## src/rtl/sdram_cmd_pkg.sv

```systemverilog
package sdram_cmd_pkg;

    typedef enum logic [2:0] {
        CMD_NOP = 3'd0,
        CMD_ACT = 3'd1,
        CMD_RD  = 3'd2,
        CMD_WR  = 3'd3,
        CMD_BST = 3'd4,
        CMD_PRE = 3'd5,
        CMD_REF = 3'd6,
        CMD_LMR = 3'd7
    } cmd_e;

    typedef enum logic [1:0] {
        BK_IDLE    = 2'd0,
        BK_OPEN    = 2'd1,
        BK_AUTOPRE = 2'd2
    } bank_st_e;

    typedef enum logic [1:0] {
        BR_NONE    = 2'd0,
        BR_READ    = 2'd1,
        BR_READ_AP = 2'd2,
        BR_WRITE   = 2'd3
    } burst_st_e;

    typedef enum logic {
        PW_RUN  = 1'b0,
        PW_SELF = 1'b1
    } pwr_st_e;

endpackage

```

## src/rtl/sdram_pin_decode.sv

```systemverilog
module sdram_pin_decode
    import sdram_cmd_pkg::*;
(
    input  logic cs_n,
    input  logic ras_n,
    input  logic cas_n,
    input  logic we_n,
    output cmd_e cmd
);

    always_comb begin
        if (cs_n) begin
            cmd = CMD_NOP;
        end else begin
            unique case ({ras_n, cas_n, we_n})
                3'b111:  cmd = CMD_NOP;
                3'b011:  cmd = CMD_ACT;
                3'b101:  cmd = CMD_RD;
                3'b100:  cmd = CMD_WR;
                3'b110:  cmd = CMD_BST;
                3'b010:  cmd = CMD_PRE;
                3'b001:  cmd = CMD_REF;
                default: cmd = CMD_LMR;
            endcase
        end
    end

endmodule

```

## src/rtl/sdram_bank_slot.sv

```systemverilog
module sdram_bank_slot
    import sdram_cmd_pkg::*;
#(
    parameter int ROW_W     = 13,
    parameter int BURST_LEN = 4
) (
    input  logic             clk,
    input  logic             rst,
    input  logic             act_go,
    input  logic             ap_go,
    input  logic             close_go,
    input  logic [ROW_W-1:0] row_in,
    output logic             is_idle,
    output logic             is_ready,
    output logic [ROW_W-1:0] row_q
);

    localparam int CNT_W = $clog2(BURST_LEN + 1);

    bank_st_e         st_q, st_d;
    logic [CNT_W-1:0] cnt_q, cnt_d;

    always_comb begin
        st_d  = st_q;
        cnt_d = cnt_q;
        unique case (st_q)
            BK_IDLE: begin
                if (act_go) st_d = BK_OPEN;
            end
            BK_OPEN: begin
                if (close_go) begin
                    st_d = BK_IDLE;
                end else if (ap_go) begin
                    st_d  = BK_AUTOPRE;
                    cnt_d = CNT_W'(BURST_LEN);
                end
            end
            BK_AUTOPRE: begin
                if (close_go || cnt_q == CNT_W'(1)) begin
                    st_d = BK_IDLE;
                end else begin
                    cnt_d = cnt_q - CNT_W'(1);
                end
            end
            default: st_d = BK_IDLE;
        endcase
    end

    always_ff @(posedge clk) begin
        if (rst) begin
            st_q  <= BK_IDLE;
            cnt_q <= '0;
            row_q <= '0;
        end else begin
            st_q  <= st_d;
            cnt_q <= cnt_d;
            if (act_go) row_q <= row_in;
        end
    end

    always_comb begin
        is_idle  = (st_q == BK_IDLE);
        is_ready = (st_q == BK_OPEN);
    end

    // the control layer only opens a bank that is idle
    assert_act_on_idle_R3: assert property (@(posedge clk) disable iff (rst)
        act_go |-> st_q == BK_IDLE);

    // an auto-precharge access only targets an open bank
    assert_ap_on_open_R4: assert property (@(posedge clk) disable iff (rst)
        ap_go |-> st_q == BK_OPEN);

    // the countdown's last cycle lands the bank in idle
    assert_ap_expiry_R5: assert property (@(posedge clk) disable iff (rst)
        (st_q == BK_AUTOPRE && cnt_q == CNT_W'(1)) |=> is_idle);

endmodule

```

## src/rtl/sdram_burst_track.sv

```systemverilog
module sdram_burst_track
    import sdram_cmd_pkg::*;
#(
    parameter int BURST_LEN = 4
) (
    input  logic      clk,
    input  logic      rst,
    input  logic      start_rd,
    input  logic      start_wr,
    input  logic      with_ap,
    input  logic      stop,
    output burst_st_e state
);

    localparam int CNT_W = $clog2(BURST_LEN + 1);

    burst_st_e        st_q, st_d;
    logic [CNT_W-1:0] cnt_q, cnt_d;

    always_comb begin
        st_d  = st_q;
        cnt_d = cnt_q;
        if (start_rd) begin
            st_d  = with_ap ? BR_READ_AP : BR_READ;
            cnt_d = CNT_W'(BURST_LEN);
        end else if (start_wr) begin
            st_d  = BR_WRITE;
            cnt_d = CNT_W'(BURST_LEN);
        end else if (stop) begin
            st_d = BR_NONE;
        end else begin
            unique case (st_q)
                BR_NONE: st_d = BR_NONE;
                BR_READ, BR_READ_AP, BR_WRITE: begin
                    if (cnt_q == CNT_W'(1)) st_d = BR_NONE;
                    else                    cnt_d = cnt_q - CNT_W'(1);
                end
                default: st_d = BR_NONE;
            endcase
        end
    end

    always_ff @(posedge clk) begin
        if (rst) begin
            st_q  <= BR_NONE;
            cnt_q <= '0;
        end else begin
            st_q  <= st_d;
            cnt_q <= cnt_d;
        end
    end

    always_comb state = st_q;

    // a stop is only accepted during a plain read burst
    assert_stop_in_plain_read_R10: assert property (@(posedge clk) disable iff (rst)
        stop |-> st_q == BR_READ);

    // an accepted stop leaves no burst running
    assert_stop_ends_burst_R10: assert property (@(posedge clk) disable iff (rst)
        (stop && !start_rd && !start_wr) |=> st_q == BR_NONE);

endmodule

```

## src/rtl/sdram_cmd_tracker.sv

```systemverilog
module sdram_cmd_tracker
    import sdram_cmd_pkg::*;
#(
    parameter int BA_W      = 2,
    parameter int ADDR_W    = 13,
    parameter int AP_BIT    = 10,
    parameter int BURST_LEN = 4
) (
    input  logic                          clk,
    input  logic                          rst,
    input  logic                          cs_n,
    input  logic                          ras_n,
    input  logic                          cas_n,
    input  logic                          we_n,
    input  logic                          cke,
    input  logic [BA_W-1:0]               ba,
    input  logic [ADDR_W-1:0]             addr,
    output logic [2:0]                    cmd_code,
    output logic [BA_W-1:0]               cmd_bank,
    output logic [ADDR_W-1:0]             cmd_row,
    output logic [AP_BIT:0]               cmd_col,
    output logic                          cmd_ap,
    output logic                          mr_wr,
    output logic                          mr_sel,
    output logic [ADDR_W-1:0]             mode_reg,
    output logic [ADDR_W-1:0]             emode_reg,
    output logic                          auto_ref,
    output logic                          self_ref,
    output logic                          illegal,
    output logic [(2**BA_W)-1:0]          bank_open,
    output logic [(2**BA_W)*ADDR_W-1:0]   bank_rows
);

    localparam int NUM_BANKS = 2 ** BA_W;
    localparam int COL_W     = AP_BIT + 1;

    cmd_e                 pin_cmd, cmd_eff;
    pwr_st_e              pwr_q, pwr_d;
    burst_st_e            burst_st;
    logic [NUM_BANKS-1:0] bk_idle, bk_ready, act_go, ap_go, close_go;
    logic                 a10, legal, all_idle;
    logic [COL_W-1:0]     col_w;

    assign a10   = addr[AP_BIT];
    assign col_w = {addr[AP_BIT+1], addr[AP_BIT-1:0]};

    sdram_pin_decode u_dec (
        .cs_n  (cs_n),
        .ras_n (ras_n),
        .cas_n (cas_n),
        .we_n  (we_n),
        .cmd   (pin_cmd)
    );

    always_comb cmd_eff = (pwr_q == PW_SELF) ? CMD_NOP : pin_cmd;
    always_comb all_idle = &bk_idle;

    always_comb begin
        unique case (cmd_eff)
            CMD_ACT:         legal = bk_idle[ba];
            CMD_RD, CMD_WR:  legal = bk_ready[ba];
            CMD_BST:         legal = (burst_st == BR_READ);
            CMD_REF:         legal = all_idle;
            CMD_LMR:         legal = (ba <= BA_W'(1));
            default:         legal = 1'b1;
        endcase
    end

    // power state machine: register process
    always_ff @(posedge clk) begin
        if (rst) pwr_q <= PW_RUN;
        else     pwr_q <= pwr_d;
    end

    always_comb begin
        pwr_d = pwr_q;
        unique case (pwr_q)
            PW_RUN:  if (cmd_eff == CMD_REF && legal && !cke) pwr_d = PW_SELF;
            PW_SELF: if (cke) pwr_d = PW_RUN;
            default: pwr_d = PW_RUN;
        endcase
    end

    for (genvar g = 0; g < NUM_BANKS; g++) begin : g_bank
        always_comb begin
            act_go[g]   = (cmd_eff == CMD_ACT) && legal && (ba == BA_W'(g));
            ap_go[g]    = ((cmd_eff == CMD_RD) || (cmd_eff == CMD_WR)) && legal
                          && a10 && (ba == BA_W'(g));
            close_go[g] = (cmd_eff == CMD_PRE) && (a10 || ba == BA_W'(g));
        end

        sdram_bank_slot #(
            .ROW_W     (ADDR_W),
            .BURST_LEN (BURST_LEN)
        ) u_slot (
            .clk      (clk),
            .rst      (rst),
            .act_go   (act_go[g]),
            .ap_go    (ap_go[g]),
            .close_go (close_go[g]),
            .row_in   (addr),
            .is_idle  (bk_idle[g]),
            .is_ready (bk_ready[g]),
            .row_q    (bank_rows[g*ADDR_W +: ADDR_W])
        );

        assign bank_open[g] = !bk_idle[g];
    end

    sdram_burst_track #(
        .BURST_LEN (BURST_LEN)
    ) u_burst (
        .clk      (clk),
        .rst      (rst),
        .start_rd ((cmd_eff == CMD_RD) && legal),
        .start_wr ((cmd_eff == CMD_WR) && legal),
        .with_ap  (a10),
        .stop     ((cmd_eff == CMD_BST) && legal),
        .state    (burst_st)
    );

    // output process
    always_ff @(posedge clk) begin
        if (rst) begin
            cmd_code  <= 3'd0;
            cmd_bank  <= '0;
            cmd_row   <= '0;
            cmd_col   <= '0;
            cmd_ap    <= 1'b0;
            mr_wr     <= 1'b0;
            mr_sel    <= 1'b0;
            mode_reg  <= '0;
            emode_reg <= '0;
            auto_ref  <= 1'b0;
            illegal   <= 1'b0;
        end else begin
            cmd_code <= cmd_eff;
            illegal  <= !legal;
            mr_wr    <= (cmd_eff == CMD_LMR) && legal;
            auto_ref <= (cmd_eff == CMD_REF) && legal && cke;
            cmd_bank <= '0;
            cmd_row  <= '0;
            cmd_col  <= '0;
            cmd_ap   <= 1'b0;
            mr_sel   <= 1'b0;
            unique case (cmd_eff)
                CMD_ACT: begin
                    cmd_bank <= ba;
                    cmd_row  <= addr;
                end
                CMD_RD, CMD_WR: begin
                    cmd_bank <= ba;
                    cmd_col  <= col_w;
                    cmd_ap   <= a10;
                end
                CMD_PRE: begin
                    cmd_bank <= ba;
                    cmd_ap   <= a10;
                end
                CMD_LMR: begin
                    cmd_bank <= ba;
                    if (legal) begin
                        mr_sel <= ba[0];
                        if (ba[0]) emode_reg <= addr;
                        else       mode_reg  <= addr;
                    end
                end
                default: ;
            endcase
        end
    end

    assign self_ref = (pwr_q == PW_SELF);

    // strobes never coincide
    assert_strobes_exclusive_R2: assert property (@(posedge clk) disable iff (rst)
        $onehot0({mr_wr, auto_ref, illegal}));

    // once settled in self refresh, the decoder stays quiet
    assert_quiet_in_self_R9: assert property (@(posedge clk) disable iff (rst)
        (self_ref && $past(self_ref)) |-> (cmd_code == 3'd0 && !illegal));

    // an auto refresh is only reported with every bank closed
    assert_refresh_all_closed_R11: assert property (@(posedge clk) disable iff (rst)
        auto_ref |-> bank_open == '0);

    // a mode write only ever reports bank 0 or 1
    assert_lmr_select_R7: assert property (@(posedge clk) disable iff (rst)
        mr_wr |-> (cmd_bank <= BA_W'(1) && mr_sel == cmd_bank[0]));

    // self refresh freezes the bank state
    assert_banks_frozen_in_self_R9: assert property (@(posedge clk) disable iff (rst)
        (self_ref && $past(self_ref)) |-> $stable(bank_rows));

endmodule

```

## config.mk

```make
export PLATFORM = sky130hd
export DESIGN_NAME = sdram_cmd_tracker
export DESIGN_NICKNAME = d
export VERILOG_FILES = /design/src/rtl/sdram_cmd_pkg.sv /design/src/rtl/sdram_pin_decode.sv /design/src/rtl/sdram_bank_slot.sv /design/src/rtl/sdram_burst_track.sv /design/src/rtl/sdram_cmd_tracker.sv
export SDC_FILE = /design/constraint.sdc
export NUM_CORES = 1
export LEC_CHECK = 0
export BUFFER_PORTS_ARGS = -buffer_cell sky130_fd_sc_hd__buf_2
export CAP_MARGIN = 25
export CORE_UTILIZATION = 45
export DETAILED_ROUTE_END_ITERATION = 12
export PLACE_DENSITY = 0.69
export SLEW_MARGIN = 25
export SYNTH_ARGS = -nofsm -noshare
export SYNTH_HDL_FRONTEND = slang
export SYNTH_SLANG_ARGS = --single-unit
```

## constraint.sdc

```tcl
create_clock -name clk -period 1.92 [get_ports clk]
set_input_delay 0 -clock clk [delete_from_list [all_inputs] [get_ports clk]]
set_output_delay 0 -clock clk [all_outputs]
set_load 0.01 [all_outputs]
```

[Word-level counts from Yosys, hierarchy flattened]
Cells that the tools add are included.
Word-level totals
  memories kept: 0
  memory bits (read-only): 0
  word-level logic and storage cells: 233
  register bits after elaboration: 138
  memory bits (writable): 0
  bits in latches: 0
  output and inout port bits: 117
  input port bits: 22
Cells by class
  add/sub/neg operators: 5
  reduce and logical (&&, ||, !) cells: 71
  $lt $le $gt $ge: 2
  bitwise logic cells: 10
  mux-type cells: 58
  shift operators: 0
  multipliers: 0
  equal/unequal tests: 60
  div/mod/pow operators: 0
Operators with widths (count)
  3-bit two-way mux: 19
  2-bit two-way mux: 21
  3-bit equality test, second input constant: 8
  2-bit by 1-bit inequality test with 1-bit output, second input constant: 12
  2-bit case mux with 3 select lines: 4
  3-bit case mux with 2 select lines: 4
  3-bit AND reduction: 8
  1-bit logical AND: 22
  3-bit by 1-bit equality test with 1-bit output, second input constant: 7
  3-bit case mux with 7 select lines: 1
  4-bit AND reduction: 5
  3-bit by 1-bit inequality test with 1-bit output, second input constant: 6
  2-bit equality test, second input constant: 8
  2-bit inequality test, second input constant: 8
  3-bit by 1-bit subtractor with 3-bit output, second input constant: 5
  2-bit by 1-bit equality test with 1-bit output, second input constant: 6
  3-bit by 2-bit equality test with 1-bit output, second input constant: 4
  2-bit logical NOT: 6
  3-bit OR reduction: 4
  1-bit NOT: 10
  2-bit OR reduction: 5
  1-bit logical OR: 9
  2-bit nonzero test: 4
  1-bit logical NOT: 6
  other kinds (10): 14

[Depth between registers and ports, before layout]
Gate-level depths: netlist of the first run.
  depth in word-level cells: 13
  mapped depth: 7

[Hierarchy]
From an unflattened synthesis of the first run, not the netlist that was laid out.
Second synthesis, totals
  cell total of the unflattened synthesis: 539
  area total of the unflattened synthesis: 5431.5 um2
By module, submodules not included
  sdram_bank_slot: cells each 73, area each 728.2 um2, instances 4, seq. area each 360.3 um2
  sdram_cmd_tracker: cells each 213, area each 2215.9 um2, instances 1, seq. area each 1221.2 um2
  sdram_burst_track: cells each 29, area each 271.5 um2, instances 1, seq. area each 100.1 um2
  sdram_pin_decode: cells each 5, area each 31.3 um2, instances 1, seq. area each 0.0 um2

[Least setup slack after synthesis of the first run]
No wires, ideal clock.
  path kind: reg2reg
  start point: reg pwr_q, in the netlist self_ref
  end point: reg g_bank[3].u_slot.cnt_q[0]
  data arrival time: 1472 ps
  path buffers: 1
  path slack: 327 ps
  stages on the path, launching flop included: 6
  path through: dfxtp_1 > or2_1 > buf_2 > nor3_2 > nor3_2 > mux2_2
On the way
  word-level cells in the longest chain between the ends: 9
RTL lines
  start, declared: line sdram_cmd_tracker.sv:38  | pwr_st_e pwr_q, pwr_d;
  start signal, assigned: line sdram_cmd_tracker.sv:72  | else pwr_q <= pwr_d;
  3-bit two-way mux (*): line sdram_cmd_tracker.sv:55  | always_comb cmd_eff = (pwr_q == PW_SELF) ? CMD_NOP : pin_cmd;
  3-bit by 2-bit equality test with 1-bit output: line sdram_cmd_tracker.sv:59, sdram_cmd_tracker.sv:87
  2-bit OR reduction
  1-bit case mux with 5 select lines: line sdram_cmd_tracker.sv:59  | unique case (cmd_eff)
  1-bit logical AND: line sdram_cmd_tracker.sv:87  | ap_go[g] = ((cmd_eff == CMD_RD) || (cmd_eff == CMD_WR)) && legal
  1-bit logical AND (2 in series): line sdram_cmd_tracker.sv:88  | && a10 && (ba == BA_W'(g));
  2-bit by 1-bit inequality test with 1-bit output (no source line)
  4-bit AND reduction (no source line) (*)
  end signal, assigned: line sdram_bank_slot.sv:56  | cnt_q <= cnt_d;
  end, declared: line sdram_bank_slot.sv:21  | logic [CNT_W-1:0] cnt_q, cnt_d;
Every way passes the cells marked *; elsewhere a longest branch is shown, timed or not.
A chain may end at the register's enable or synchronous reset.

[Final worst setup path of the first run]
  start point: reg pwr_q, in the netlist self_ref
  end point: reg cmd_col[9]
On the way
  word-level cells in the longest chain between the ends: 5
RTL lines
  3-bit two-way mux (*): line sdram_cmd_tracker.sv:55
  3-bit by 2-bit equality test with 1-bit output: line sdram_cmd_tracker.sv:146  | unique case (cmd_eff)
  2-bit OR reduction (*)
  1-bit NOT (no source line) (*)
  2-bit OR reduction (no source line) (*)
  end signal, assigned: line sdram_cmd_tracker.sv:153  | cmd_col <= col_w;
  end, declared: line sdram_cmd_tracker.sv:21  | output logic [AP_BIT:0] cmd_col,
Marks and branches as above.

==> impl_metrics.tcl, run 1 <==
set metrics [dict create \
    slew_headroom_pct 56.75 \
    hold_violations 0 \
    n_antenna_cell 0 \
    skew_ns 0.007545 \
    drt_iter0_drc 297 \
    slowest_stage "nor2_1" \
    clk_pin_slew_ns 0.06 \
    cts_repair_resize_count 0 \
    synth_most_common_cell "dfxtp_1" \
    insertion_delay_ns 0.42 \
    synthCells 563 \
    final_max_slew_viol_count 0 \
    hold_path_class "in -> reg" \
    coreArea_um2 12060 \
    synthesis.area_um2 5609 \
    synth_area_leader_cell "dfxtp_1" \
    peakVddDrop_v 0.0005520 \
    fp.dieH_um 113.6 \
    grt_setup_unrepaired "false" \
    clockBufferDepth 2 \
    p_sw_share_pct 23.01 \
    die-area_um2 12920 \
    critPathRequiredTime_ns 2.28 \
    ctsHoldBuffers 15 \
    syn-mean-instance-area_um2 9.963 \
    status "completed" \
    reg2reg_slack_ns 0.19 \
    worst-path-buf-inv 0 \
    worstSetupPathType "reg -> reg" \
    seqPwrFrac_pct 45.0 \
    numCtsBuffers 17 \
    grtUsageTotal_pct 22.41 \
    grt_overflow 0 \
    synth_area_leaders "dfxtp_1 (49%), mux2i_1 (12%), nor2_1 (6.0%)" \
    drt_pre_antenna_iters 5 \
    post_drt_wl_per_cell_um 15.86 \
    reg2reg_from "self_ref" \
    crit_cells 4 \
    synth-edff-count 0 \
    worstMarginPinSlew_ns 0.6464 \
    tns_ns 0 \
    period_share_pct 89.99 \
    synth_warnings 0 \
    dpl.hpwl_um 9769 \
    cts.sinks 138 \
    ant_nets 0 \
    largest_reg_flops 52 \
    finalWirelength_um 14220 \
    antenna_found_initial 0 \
    pwr-share-clk_pct 49.4 \
    finalWeightedCongestion 0.8188 \
    via_per_inst 5.086 \
    p_per_area_nw_per_um2 897.8 \
    cts_tree "done" \
    synth_cell_types 62 \
    critPathCaptureType "flop" \
    vias 4562 \
    fp.dieW_um 113.6 \
    boundaryPins 139 \
    path_cells "nor2_1, nand2_1, nor2_1, and2_1" \
    crit_path_end "cmd_col[9]" \
    worst_setup_path_start_kind "flop" \
    initial_core_util_pct 46.50 \
    synthFlopType "dfxtp_1" \
    p_sw_uw 1487 \
    period_minus_slack_ns 1.728 \
    clockRootBuffer "clkbuf_16" \
    grt_start_max_net_pins 109 \
    fp-row-count 40 \
    crit_path_frequent_cell "nor2_1" \
    synth_nets 595 \
    p_int_uw 4976 \
    htreeDepth 4 \
    rr_worst_depth 4 \
    postLayoutCellArea_um2 7199 \
    synthArstFlopShare_pct 0 \
    final_net_count 749 \
    maxCapViolations 0 \
    synth_top_area_share_pct 49.25 \
    grt_pass1_wl_um 21990 \
    slowest_delay_ns 0.53 \
    yosysSeqAreaShare_pct 49.25 \
    fmax_mhz 578.7 \
    place_area_um2 6465 \
    area_delta_synth_final_pct 28.35 \
    synth-seq-cells 138 \
    drive_gt1_share_pct 28.81 \
    portBuffers 138 \
    critPathTopFamily "simple AND/OR/NAND/NOR gates" \
    p_leak_uw 0.003548 \
    synth_commonest_cells "dfxtp_1 (138), nor2_1 (90), mux2i_1 (67)" \
    arrival_ns 2.09 \
    power_frac_comb_pct 5.7 \
    regMostFlops "g_bank.u_slot.row_q" \
    path_max_fanout 13 \
    grt_pass1_vias 4220 \
    critPathLaunch "self_ref" \
    cts_setup_buffers 0 \
    regToRegEndpoint "cmd_col[9]" \
    drc 0 \
    setup_viol 0 \
]
-- through the flow --
step           util, %  hold slack [ns]  power (µW)  worst slack (ns)  instances
3_3_place_gp     53.60           0.2086        3305            0.2824        851
6_report         59.69          0.02244        6464            0.1921        897
5_1_grt          59.69          0.02565        6688          0.006790        897
4_1_cts          59.69          0.01494        6522            0.1674        897
3_5_place_dp     53.60           0.2135        3311            0.1917        851
2_1_floorplan        -          0.07847        3168            0.3272        563
-- worst min-delay path: stages --
cell,delay (ns)
buf_2,0.11
buf_4,0.18
o21a_1,0.11
-- logic make-up after synthesis --
logic type / share of synthesized area [%]
flip-flops: 49.25
AND/OR/NAND/NOR: 21.10
adder cells (fa/ha/maj): 2.231
multiplexers: 13.76
XOR/XNOR: 0.1562
AO/OA/AOI/OAI: 8.990
buffers and inverters: 4.506
-- worst min-delay path by stage --
stage               depth (start not counted)  slack, ns  startpoint           to
global placement                            2       0.21         cke     self_ref
global route                                3       0.03       ba[1]  cmd_bank[1]
finish                                      3       0.02       ba[1]  cmd_bank[1]
detailed placement                          2       0.21         cke     self_ref
CTS                                         3       0.01       ba[1]  cmd_bank[1]
floorplan                                   1       0.08         cke     self_ref
-- layout by cell type (no fill, tap or decap), types with 5 or more instances in the layout --
cell type and n:
dfxtp_1 138, buf_2 137, nor2_1 90, mux2i_1 67, nand2_1 31, and2_1 26, a21oi_1 20, inv_1 19
clkbuf_16 17, dlygate4sd3_1 15, buf_4 13, nor3_1 12, nor2b_1 11, ha_1 10, o21ai_0 8, nor3b_1 7
nand3_1 7, a31oi_1 5, nand2b_1 5
-- per-layer routing --
layer | up-vias | global-route usage (%) | wire length, µm
met1 | 2160 | 28.08 | 6234
met5 | - | 0 | 0
met3 | 22 | 5.951 | 823
met4 | 0 | 10.00 | 259
li1 | 2234 | - | -
met2 | 146 | 36.22 | 6905
-- power groups by stage --
stage | Combinational, µW | Clock, µW | Sequential, µW
global placement | 336 | 0 | 2970
global route | 394 | 3390 | 2910
CTS | 366 | 3250 | 2910
floorplan | 186 | 0 | 2980
detailed placement | 341 | 0 | 2970
finish | 367 | 3190 | 2910
-- area by class of cell --
cell class | count | area [µm²]
Tap cell | 168 | 210.2
Inverter | 20 | 75.07
Clock inverter | 13 | 145.1
Timing Repair Buffer | 167 | 973.4
Sequential cell | 138 | 2763
Multi-Input combinational cell | 373 | 2594
Fill cell | 990 | 4862
Clock buffer | 18 | 439.2
Note: power is estimated with default switching activity, not from simulation.
==> run 2, diff against run 1 <==
--- a/config.mk
+++ b/config.mk
@@ -5,11 +5,10 @@
 export SDC_FILE = /design/constraint.sdc
 export NUM_CORES = 1
 export LEC_CHECK = 0
-export BUFFER_PORTS_ARGS = -buffer_cell sky130_fd_sc_hd__buf_2
 export CAP_MARGIN = 25
 export CORE_UTILIZATION = 45
 export DETAILED_ROUTE_END_ITERATION = 12
-export PLACE_DENSITY = 0.69
+export DONT_BUFFER_PORTS = 1
 export SLEW_MARGIN = 25
 export SYNTH_ARGS = -nofsm -noshare
 export SYNTH_HDL_FRONTEND = slang
==> run 2 against run 1 <==
Routed wire length increased by 2.2%. Worst hold slack improved by 0.0079 ns. Cell count decreased by 12%.
==> impl_metrics.tcl, run 2 (synthesized netlist as in run 1, its figures left out) <==
set metrics [dict create \
    drt_iter0_drc 302 \
    fmax_mhz 550.1 \
    crit_path_frequent_cell "dlygate4sd3_1" \
    grt_pass1_vias 4094 \
    clockBufferDepth 2 \
    slowest_delay_ns 0.77 \
    finalWeightedCongestion 0.7630 \
    die-area_um2 12920 \
    min_to "illegal" \
    coreArea_um2 12060 \
    critPathCaptureType "flop" \
    regMostFlops "g_bank.u_slot.row_q" \
    hold_ws_ns 0.03039 \
    period_share_pct 94.68 \
    maxCapViolations 0 \
    setup_viol 0 \
    postLayoutCellArea_um2 6780 \
    worstHoldStart "ba[1]" \
    fp-row-count 40 \
    power_uw 6441 \
    peakVddDrop_v 0.0004945 \
    clk_pin_slew_ns 0.06 \
    p_per_area_nw_per_um2 950.0 \
    final_common_cell "dfxtp_1" \
    fp.dieW_um 113.6 \
    final_max_slew_viol_count 0 \
    numPlacedInstances 709 \
    drt_pre_antenna_iters 5 \
    via_per_inst 5.264 \
    boundaryPins 139 \
    grtUsageTotal_pct 23.41 \
    rr_worst_depth 5 \
    regToRegEndpoint "g_bank[0].u_slot.st_q[1]" \
    place_area_um2 5729 \
    finalWirelength_um 14530 \
    grt_overflow 0 \
    grt_pass1_wl_um 22910 \
    clockRootBuffer "clkbuf_16" \
    area_delta_synth_final_pct 20.88 \
    worstHoldPathCells 3 \
    period_minus_slack_ns 1.818 \
    hold_path_class "in -> reg" \
    layout_common_cells "dfxtp_1 (137), nor2_1 (90), mux2i_1 (67)" \
    dp_slack_ns 0.1270 \
    initial_core_util_pct 46.50 \
    skew_ns 0.009681 \
    drive_gt1_share_pct 11.99 \
    insertion_delay_ns 0.41 \
    cts_tree "done" \
    reg2reg_from "self_ref" \
    stdcell_count 787 \
    slowest_stage "dlygate4sd3_1" \
    worstSetupPathType "in -> reg" \
    numCtsBuffers 17 \
    post_drt_wl_per_cell_um 18.46 \
    final_net_count 636 \
    reg2reg_slack_ns 0.11 \
    vias 4143 \
    fp.dieH_um 113.6 \
    critPathTopFamily "buffers and inverters" \
    ant_nets 0 \
    cts.sinks 138 \
    worstMarginPinSlew_ns 0.7299 \
    antenna_found_initial 3 \
    worst_setup_path_start_kind "input pin" \
    grt_start_max_net_pins 100 \
    path_max_fanout 8 \
    p_leak_uw 0.002949 \
    worst-path-buf-inv 2 \
    htreeDepth 4 \
    hold_violations 0 \
    finalWorstSetupSlack_ns 0.1021 \
    drc 0 \
    largest_reg_flops 52 \
    slew_headroom_pct 51.16 \
    critPathRequiredTime_ns 2.28 \
    dpl.hpwl_um 9191 \
    path_cells "dlygate4sd3_1, nor4b_4, and4_1, a21oi_2, nor2_1, dlygate4sd3_1" \
    portBuffers 0 \
    arrival_ns 2.17 \
    status "completed" \
]
==> run 2: worst max-delay path by stage <==
stage               slack (ns)  cells after the start                   endpoint                      from
floorplan                 0.33                      5  g_bank[3].u_slot.cnt_q[0]                  self_ref
global placement          0.19                      5           u_burst.cnt_q[1]                  self_ref
detailed placement        0.13                      5           u_burst.cnt_q[1]                  self_ref
CTS                       0.04                      6   g_bank[0].u_slot.st_q[1]                     ras_n
global route             -0.01                      4                   self_ref  g_bank[3].u_slot.st_q[0]
finish                    0.10                      6   g_bank[0].u_slot.st_q[1]                     ras_n
==> run 2: worst register-to-register path: stages, from the launching register on <==
cell and delay [ns]:
dfxtp_2 0.39, nor4b_4 0.35, and4_1 0.33, a21oi_2 0.06, nor2_1 0.09, dlygate4sd3_1 0.54
==> run 2: timing repair <==
action | in CTS | in global routing
buffers inserted | 0 | 4
setup endpoints to repair | 0 | 5
gates resized for setup | 0 | 2
hold buffers | 40 | 0
hold endpoints to repair | 138 | 0
==> run 2: report_power, final <==
| group | switching (µW) | leakage [µW] | total (µW) | internal [µW] |
|---|---|---|---|---|
| logic | 198 | 0.00155 | 324 | 126 |
| registers | 31.0 | 0.00111 | 2930 | 2890 |
| clock network | 1210 | 0.000280 | 3190 | 1980 |
==> run 2: through the flow <==
stage               TNS (ns)  util (%)
CTS                        0     55.86
global route        -0.01777     56.19
finish                     0     56.21
global placement           0     47.50
detailed placement         0     47.50
floorplan                  0         -
==> run 2: layer usage <==
metal	global-route usage (%)	part of all wire (%)	vias to the layer above
met5	0	0.069	-
met1	29.24	44	1972
met4	10.44	2.0	2
met2	36.14	46	125
met3	8.555	8.0	24
li1	-	-	2020
==> run 2: cell type report <==
type	count	area, µm²
fill	1066	5281
sequential	138	2764
multi-input combinational	373	2600
timing repair buffer	54	545.5
clock buffer	22	464.2
tap	168	210.2
clock inverter	10	116.4
inverter	20	75.07
antenna	2	5.005
==> run 3, diff against run 2 <==
--- a/config.mk
+++ b/config.mk
@@ -9,6 +9,8 @@
 export CORE_UTILIZATION = 45
 export DETAILED_ROUTE_END_ITERATION = 12
 export DONT_BUFFER_PORTS = 1
+export HOLD_SLACK_MARGIN = 0.1
+export PLACE_DENSITY = 0.67
 export SLEW_MARGIN = 25
 export SYNTH_ARGS = -nofsm -noshare
 export SYNTH_HDL_FRONTEND = slang
==> run 3 against run 2 <==
Register-to-register slack worse by 0.03 ns. Die area stayed put. Worst hold slack better by 0.11 ns. Routed wire length is 0.50% higher. First-iteration DRC count is 14% lower. Combinational power is 2% higher. Via count is 2.5% higher. Sequential power hardly changed. Largest power group unchanged.
==> impl_metrics.tcl, run 3 (synthesized netlist as in run 1, its figures left out) <==
set metrics [dict create \
    slowest_stage "dlygate4sd3_1" \
    grt_start_max_net_pins 99 \
    period_share_pct 95.66 \
    stdcell_count 784 \
    skew_ns 0.007265 \
    status "completed" \
    period_minus_slack_ns 1.837 \
    worstMarginPinSlew_ns 0.6019 \
    critPathRequiredTime_ns 2.28 \
    slew_headroom_pct 59.83 \
    peakVddDrop_v 0.0006783 \
    cts_tree "done" \
    finalWeightedCongestion 0.7732 \
    worstSetupPathType "reg -> reg" \
    grtUsageTotal_pct 22.94 \
    cts.sinks 138 \
    critPathTopFamily "simple AND/OR/NAND/NOR gates" \
    worstHoldStart "cas_n" \
    insertion_delay_ns 0.42 \
    p_leak_uw 0.002990 \
    worstHoldPathCells 4 \
    fp.dieW_um 113.6 \
    via_per_inst 5.417 \
    min_to "u_burst.state[0]" \
    initial_core_util_pct 46.50 \
    fillers 1031 \
    finalWirelength_um 14600 \
    htreeDepth 4 \
    final_common_cell "dfxtp_1" \
    die-area_um2 12920 \
    final_max_slew_viol_count 0 \
    clockRootBuffer "clkbuf_16" \
    maxCapViolations 0 \
    slowest_delay_ns 0.56 \
    numPlacedInstances 708 \
    tns_ns 0 \
    reg2reg_from "g_bank[2].u_slot.st_q[1]" \
    post_drt_wl_per_cell_um 18.63 \
    ant_nets 0 \
    setup_viol 0 \
    hold_violations 0 \
    largest_reg_flops 52 \
    coreArea_um2 12060 \
    drc 0 \
    antenna_found_initial 0 \
    path_max_fanout 5 \
    fp.dieH_um 113.6 \
    regMostFlops "g_bank.u_slot.row_q" \
    final_util_pct 56.32 \
    clk_pin_slew_ns 0.06 \
    rr_worst_depth 4 \
    regToRegEndpoint "auto_ref" \
    arrival_ns 2.19 \
    clockBufferDepth 2 \
    path_cells "nor4b_1, nand4_1, nor3b_1, dlygate4sd3_1" \
    drive_gt1_share_pct 12.20 \
    dp_slack_ns 0.2351 \
    fmax_mhz 544.5 \
    boundaryPins 139 \
    portBuffers 0 \
    worst-path-buf-inv 1 \
    drt_pre_antenna_iters 5 \
    fp-row-count 40 \
    drt_iter0_drc 259 \
    grt_pass1_vias 4061 \
    final_net_count 634 \
    power_uw 6571 \
    area_delta_synth_final_pct 21.10 \
    reg2reg_slack_ns 0.08 \
    layout_common_cells "dfxtp_1 (138), nor2_1 (89), mux2i_1 (67)" \
    grt_pass1_wl_um 22300 \
    hold_path_class "in -> reg" \
    grt_overflow 0 \
    vias 4247 \
    dpl.hpwl_um 9238 \
    numCtsBuffers 17 \
    critPathCaptureType "flop" \
    p_per_area_nw_per_um2 967.3 \
    worst_setup_path_start_kind "flop" \
    finalWorstSetupSlack_ns 0.08333 \
]
==> run 3: worst reg2reg max path: cells and delay by family (launching register included) <==
family	cells	cell delay, ns
AND/OR/NAND/NOR	3	0.88
flip-flops	1	0.35
buffers and inverters	1	0.56
==> run 3: report_power, final <==
part           internal, µW  total [µW]  switching [µW]
clock network          2090        3320            1220
logic                   126         329             203
registers              2890        2930            31.5
==> run 3: repair_timing <==
| action | 4_1_cts | 5_1_grt |
|---|---|---|
| endpoints found under the hold margin | 138 | 0 |
| setup endpoints to repair | 0 | 10 |
| hold buffers | 38 | 0 |
| gates resized for setup | 0 | 5 |
| buffers inserted | 0 | 5 |
==> run 3: how the worst max path moves through the flow <==
stage                              from                        end  slack [ns]  cells after the start
2_1_floorplan                  self_ref  g_bank[3].u_slot.cnt_q[0]        0.33                      5
3_3_place_gp                   self_ref  g_bank[1].u_slot.cnt_q[1]        0.27                      5
3_5_place_dp                   self_ref  g_bank[3].u_slot.cnt_q[0]        0.24                      4
4_1_cts                           ras_n                     mr_sel        0.05                      6
5_1_grt        g_bank[3].u_slot.st_q[0]                   auto_ref       -0.03                      4
6_report       g_bank[2].u_slot.st_q[1]                   auto_ref        0.08                      4
==> run 3: metrics by stage <==
stage | cell area [µm²] | hold WS [ns]
floorplan | 5609 | 0.07847
global placement | 5722 | 0.08029
detailed placement | 5722 | 0.08081
CTS | 6738 | 0.1119
global route | 6790 | 0.1425
finish | 6793 | 0.1368
==> run 3: final cells by class <==
class | count | area, µm² | area share [%]
Tap cell | 168 | 210.2 | 3.095
Clock buffer | 24 | 501.7 | 7.386
Clock inverter | 8 | 106.4 | 1.566
Sequential cell | 138 | 2763 | 40.67
Timing Repair Buffer | 52 | 533.0 | 7.847
Antenna cell | 1 | 2.502 | 0.03684
Inverter | 20 | 75.07 | 1.105
Multi-Input combinational cell | 373 | 2601 | 38.29
==> run 3: routing by layer <==
metal  part of all wire [%]  vias to the layer above  routed length (µm)  track usage, %
met2                     48                      158                6997           36.34
met4                   0.98                        0                 143           8.246
met3                    9.1                       14                1325           8.502
met5                      0                        -                   0               0
met1                     42                     2072                6137           28.56
li1                       -                     2003                   -               -
